## src/rtl/pcm_byte_deinterleaver.sv

```systemverilog
module pcm_byte_deinterleaver #(
  parameter int BYTE_W    = 8,
  parameter int MAX_BYTES = 3,
  parameter int MAX_CH    = 8,
  parameter logic [1:0] DATA_ADDR = 2'b10,
  localparam int SW   = BYTE_W * MAX_BYTES,
  localparam int CH_W = $clog2(MAX_CH),
  localparam int BW   = $clog2(MAX_BYTES + 1)
) (
  input  logic              clk,
  input  logic              rst_n,
  input  logic              wr_en,
  input  logic [1:0]        wr_addr,
  input  logic [BYTE_W-1:0] wr_data,
  input  logic              resync,
  input  logic [BW-1:0]     cfg_bytes,
  input  logic [CH_W-1:0]   cfg_chans,
  output logic              smp_valid,
  output logic [SW-1:0]     smp_data,
  output logic [CH_W-1:0]   smp_chan
);

  logic [BW-1:0]   bcnt;
  logic [CH_W-1:0] ccnt;
  logic [SW-1:0]   acc;

  logic            take;
  logic [BW-1:0]   nbytes;
  logic            last_byte;
  logic [CH_W-1:0] cur_ch;
  logic [SW-1:0]   base;
  logic [SW-1:0]   packed_w;

  assign take      = wr_en && (wr_addr == DATA_ADDR) && !resync;
  assign nbytes    = (cfg_bytes == '0) ? BW'(1) :
                     (cfg_bytes > BW'(MAX_BYTES)) ? BW'(MAX_BYTES) : cfg_bytes;
  assign last_byte = (bcnt >= nbytes - BW'(1));
  assign cur_ch    = (ccnt > cfg_chans) ? '0 : ccnt;
  assign base      = (bcnt == '0) ? '0 : acc;
  assign packed_w  = {base[SW-BYTE_W-1:0], wr_data};

  always_ff @(posedge clk or negedge rst_n) begin
    if (!rst_n) begin
      bcnt <= '0;
      ccnt <= '0;
      acc  <= '0;
    end else if (resync) begin
      bcnt <= '0;
      ccnt <= '0;
      acc  <= '0;
    end else if (take) begin
      acc <= packed_w;
      if (last_byte) begin
        bcnt <= '0;
        ccnt <= (cur_ch == cfg_chans) ? '0 : cur_ch + CH_W'(1);
      end else begin
        bcnt <= bcnt + BW'(1);
      end
    end
  end

  always_ff @(posedge clk or negedge rst_n) begin
    if (!rst_n) begin
      smp_valid <= 1'b0;
      smp_data  <= '0;
      smp_chan  <= '0;
    end else begin
      smp_valid <= take && last_byte;
      if (take && last_byte) begin
        smp_data <= packed_w;
        smp_chan <= cur_ch;
      end
    end
  end

  p_resync_quiet_r6: assert property (@(posedge clk) disable iff (!rst_n)
    resync |=> !smp_valid);

  p_addr_gate_r1: assert property (@(posedge clk) disable iff (!rst_n)
    !(wr_en && wr_addr == DATA_ADDR) |=> !smp_valid);

  p_chan_range_r5: assert property (@(posedge clk) disable iff (!rst_n)
    (smp_valid && $stable(cfg_chans)) |-> smp_chan <= cfg_chans);

  p_one_byte_width_r2: assert property (@(posedge clk) disable iff (!rst_n)
    (smp_valid && $past(cfg_bytes) <= BW'(1)) |-> smp_data[SW-1:BYTE_W] == '0);

  p_two_byte_width_r4: assert property (@(posedge clk) disable iff (!rst_n)
    (smp_valid && $past(cfg_bytes) == BW'(2)) |-> smp_data[SW-1:2*BYTE_W] == '0);

endmodule

```

## config.mk

```make
export PLATFORM = sky130hd
export DESIGN_NAME = pcm_byte_deinterleaver
export DESIGN_NICKNAME = d
export VERILOG_FILES = /design/src/rtl/pcm_byte_deinterleaver.sv
export SDC_FILE = /design/constraint.sdc
export NUM_CORES = 1
export LEC_CHECK = 0
export ABC_AREA = 1
export ABC_CLOCK_PERIOD_IN_PS = 1800
export BUFFER_PORTS_ARGS = -buffer_cell sky130_fd_sc_hd__buf_2
export CORE_AREA = 2 2 84 66
export DETAILED_ROUTE_END_ITERATION = 7
export DIE_AREA = 0 0 86 68
export PLACE_DENSITY_LB_ADDON = 0.2
export SETUP_SLACK_MARGIN = 0.2
export SLEW_MARGIN = 5
export SYNTH_ARGS = -nofsm -noshare
export SYNTH_HDL_FRONTEND = slang
export SYNTH_SLANG_ARGS = --single-unit
```

## constraint.sdc

```tcl
create_clock -name clk -period 1.8 [get_ports clk]
set_input_delay 0.18 -clock clk [delete_from_list [all_inputs] [get_ports clk]]
set_output_delay 0.18 -clock clk [all_outputs]
set_load 0.1 [all_outputs]
```

==> impl_results.md <==
* Status: completed
* Crit Path Category: register to register
* Slew Viols, Final at 0
* # setup viols final at 0
* Reg-to-reg endpoint: ccnt[2]
* Critical Path Start Type: register
* Gr ovfl total at 0
* Total GRT Usage at 0.1644
* Min-delay src: wr_data[2]
* ANT cells at 0
* Met2 Track Usage GR at 0.2665
* DRC errors left at 0
* Fillers at 473
* Clk Latency, worst-skew pair at a little under 0.3 ns
* Met1 GRT Util at 0.2227
* Delay of the slowest critical-path stage at between 0.4 and 0.5 ns
* Crit path required time at between 1.5 and 2 ns
* Core Util, Final at 0.5591
* Post-DP HPWL at 3036 um
* Initial drt markers at 74
* CP max stage cell: dfrtp_1
* Area share of the leading cell type in the synthesized netlist at 0.5584
* Mapped Area at roughly 0.0022 mm2
* Max VDD drop at around 660 uV
* Clk sink count at 49
* Core Region at roughly 0.005 mm2
* Area Overhead vs Synth at 29.69%
* EDFF count, synth at 0
* P_leak at 1.487 nW
* Critical path endpoint category: register
* Die ar. at between 0.005 and 0.006 mm2
* Reg2Reg Depth at 12
* Worst-path fanout max at 5
* Most common library cells after synthesis: nand2_1, dfrtp_1, inv_1
* FF+latch count, synth at just under 50
* RSZ-0062 raised after global routing: yes
* GR peak layer: met2
* Root buffer cell: clkbuf_8
* Share of cells above drive strength 1 at 0.3167
* Die H at between 60 and 70 um
* Overall Power at 0.002575 W
* Buffer and inverter count on the worst path at 1
* M3 GR Usage at 0.03739
* Vias in the first global route at 1571
* Worst r2r src: ccnt[2]
* Crit path max-delay family: simple AND/OR/NAND/NOR gates
* Dominant cells by area after synthesis: dfrtp_1, nand2_1, inv_1
* Dpl cell area at roughly 0.0025 mm2
* Clk pin slew, worst setup/hold paths at about 0.08 ns
* Worst Setup SP: ccnt[2]
* Slew margin rel. at 0.6231
* Final Hold Vio Count at 0
* Maxcap violations at 0
* Async set or reset register ratio after synthesis at 1.000
* Tcrit/Tclk final at 0.9249
* Worst-margin pin slew at between 0.5 and 0.6 ns
* Top_reg_cell synth: dfrtp_1
* Initial core utilization at 0.4311
* Setup Skew at 0.001683 ns
* TritonCTS buffer count at 5
* Most frequent CP cell: nand2_1
* DR WL/cell at 13.52 um
* Sequential element share of the synthesized area at 0.5584
* Die W at around 86 um
* Worst Hold Depth at 3
* 1st-pass router iterations at 4
* Most numerous cell in the Yosys netlist: nand2_1
* Synth area leader: dfrtp_1
* Final Critical Period at about 1.7 ns
* Critical Path, Cell by Cell: ha_4 -> a21oi_2 -> nand2_2 -> nand2_4 -> nand2_4 -> inv_4 -> ha_4 -> nand2_2 -> nand2_1 -> nor2_1 -> nand2_1 -> nand2_1
* Num ports at 47
* Cell depth of the worst setup path at 12
* Critical Path AT at approximately 1.9 ns
* Largest net degree at the start of global routing at 28
* Net count after synthesis at roughly 260
* Hold Crit Class: input pin to register
* Post-synthesis cell type count at 22
* IO buf count at 46
* Post-DRT Antenna Nets at 0
* GPL Wtd Cong at 0.8362
* Ys Warns at 0
* Final wirelength at between 4000 and 5000 um
* Clock buffer depth at 2
* Syn_area_per_cell at 9.226 um2
* Synth Instances at roughly 240
* First-pass GRT wire length at 7445 um
* Vias/cell at 4.978
* PwrDens at ~900 mW/mm2
* TNS Setup at 0 ns
* Via count at roughly 1.8k
* R2R Setup Slk at 0.14 ns
* Row count at 23
* Nets at 326
* Worst Hold End: smp_data[2]
* CTS tree: done
* Initial antenna violation count at 0
* Final instance area at 0.002848 mm2
* Max Freq at around 600 MHz
* H-Tree Level Count at 2
-- kinds of logic (layout without fill, tap and decap cells) --
logic type	Yosys count	after routing	share of synthesized area
adder cells (fa/ha/maj)	7	7	0.03988
AO/OA/AOI/OAI	47	47	0.1288
AND/OR/NAND/NOR	92	93	0.1869
flip-flops	49	49	0.5584
buffers and inverters	43	104	0.08603
-- worst min-delay path, delay by kind of cell --
family | cells | cell delay [ns]
AO/OA/AOI/OAI | 1 | 0.06
buffers and inverters | 2 | 0.15
-- routing by layer --
layer,share of wire,wire [um]
met1,0.47,2284
met2,0.47,2324
met3,0.049,239
met4,0.0092,45
met5,0,0
-- cells in the final DEF, fill, tap and decap left out, types with 2 or more instances in the layout --
master,n
clkbuf_8,6
buf_4,11
inv_2,4
o21ai_1,16
inv_1,27
ha_1,5
nand2_2,2
nand2_4,6
buf_12,4
nor2_1,7
nand3_1,16
inv_4,2
clkbuf_16,2
o21ai_0,13
buf_2,46
o31ai_2,4
nand2_1,57
ha_4,2
o22ai_1,6
o31ai_1,6
dfrtp_1,49
-- per-stage QoR --
step | hold WS [ns] | std cells | worst slack, ns
after floorplan | -0.1156 | 238 | 0.2009
after global placement | 0.1989 | 340 | 0.1438
after detailed placement | 0.2079 | 340 | 0.06601
after CTS | 0.1276 | 352 | 0.1775
after global routing | 0.1449 | 362 | 0.006577
final | 0.1381 | 362 | 0.1353
-- how the worst max path moves through the flow --
stage	endpoint	slack [ns]
CTS	ccnt[1]	0.18
global route	ccnt[2]	0.007
detailed placement	ccnt[2]	0.07
global placement	ccnt[1]	0.14
floorplan	ccnt[1]	0.20
finish	ccnt[2]	0.14
-- what timing repair did --
item / in CTS / in global routing
hold endpoints to repair: 22 / 0
pin swaps: 8 / 17
cloned: 0 / 3
setup buffers: 4 / 7
hold buffers: 1 / 0
gates resized for setup: 9 / 14
endpoints found under the setup margin: 25 / 29
-- where the power goes --
part / internal [W] / switching (W) / total (W)
combinational: 0.000139 / 0.000593 / 0.000732
sequential: 0.00116 / 0.0000326 / 0.00120
clock: 0.000305 / 0.000340 / 0.000645
total: 0.00161 / 0.000966 / 0.00257
-- flip-flops by register name, indices dropped and copies added (netlist names) --
register   cells
smp_chan       3
smp_valid      1
bcnt           2
ccnt           3
smp_data      24
acc           16
-- final cells by class --
type                    instances  area (um2)  area share
flip-flops and latches         49        1226      0.4306
multi-input cells             147       875.8      0.3076
repair buffers                 64       452.9      0.1591
inverters                      33       128.9     0.04525
clock buffers                   7       86.33     0.03032
well taps                      62       77.57     0.02724
(Power assumes the default switching activity.)
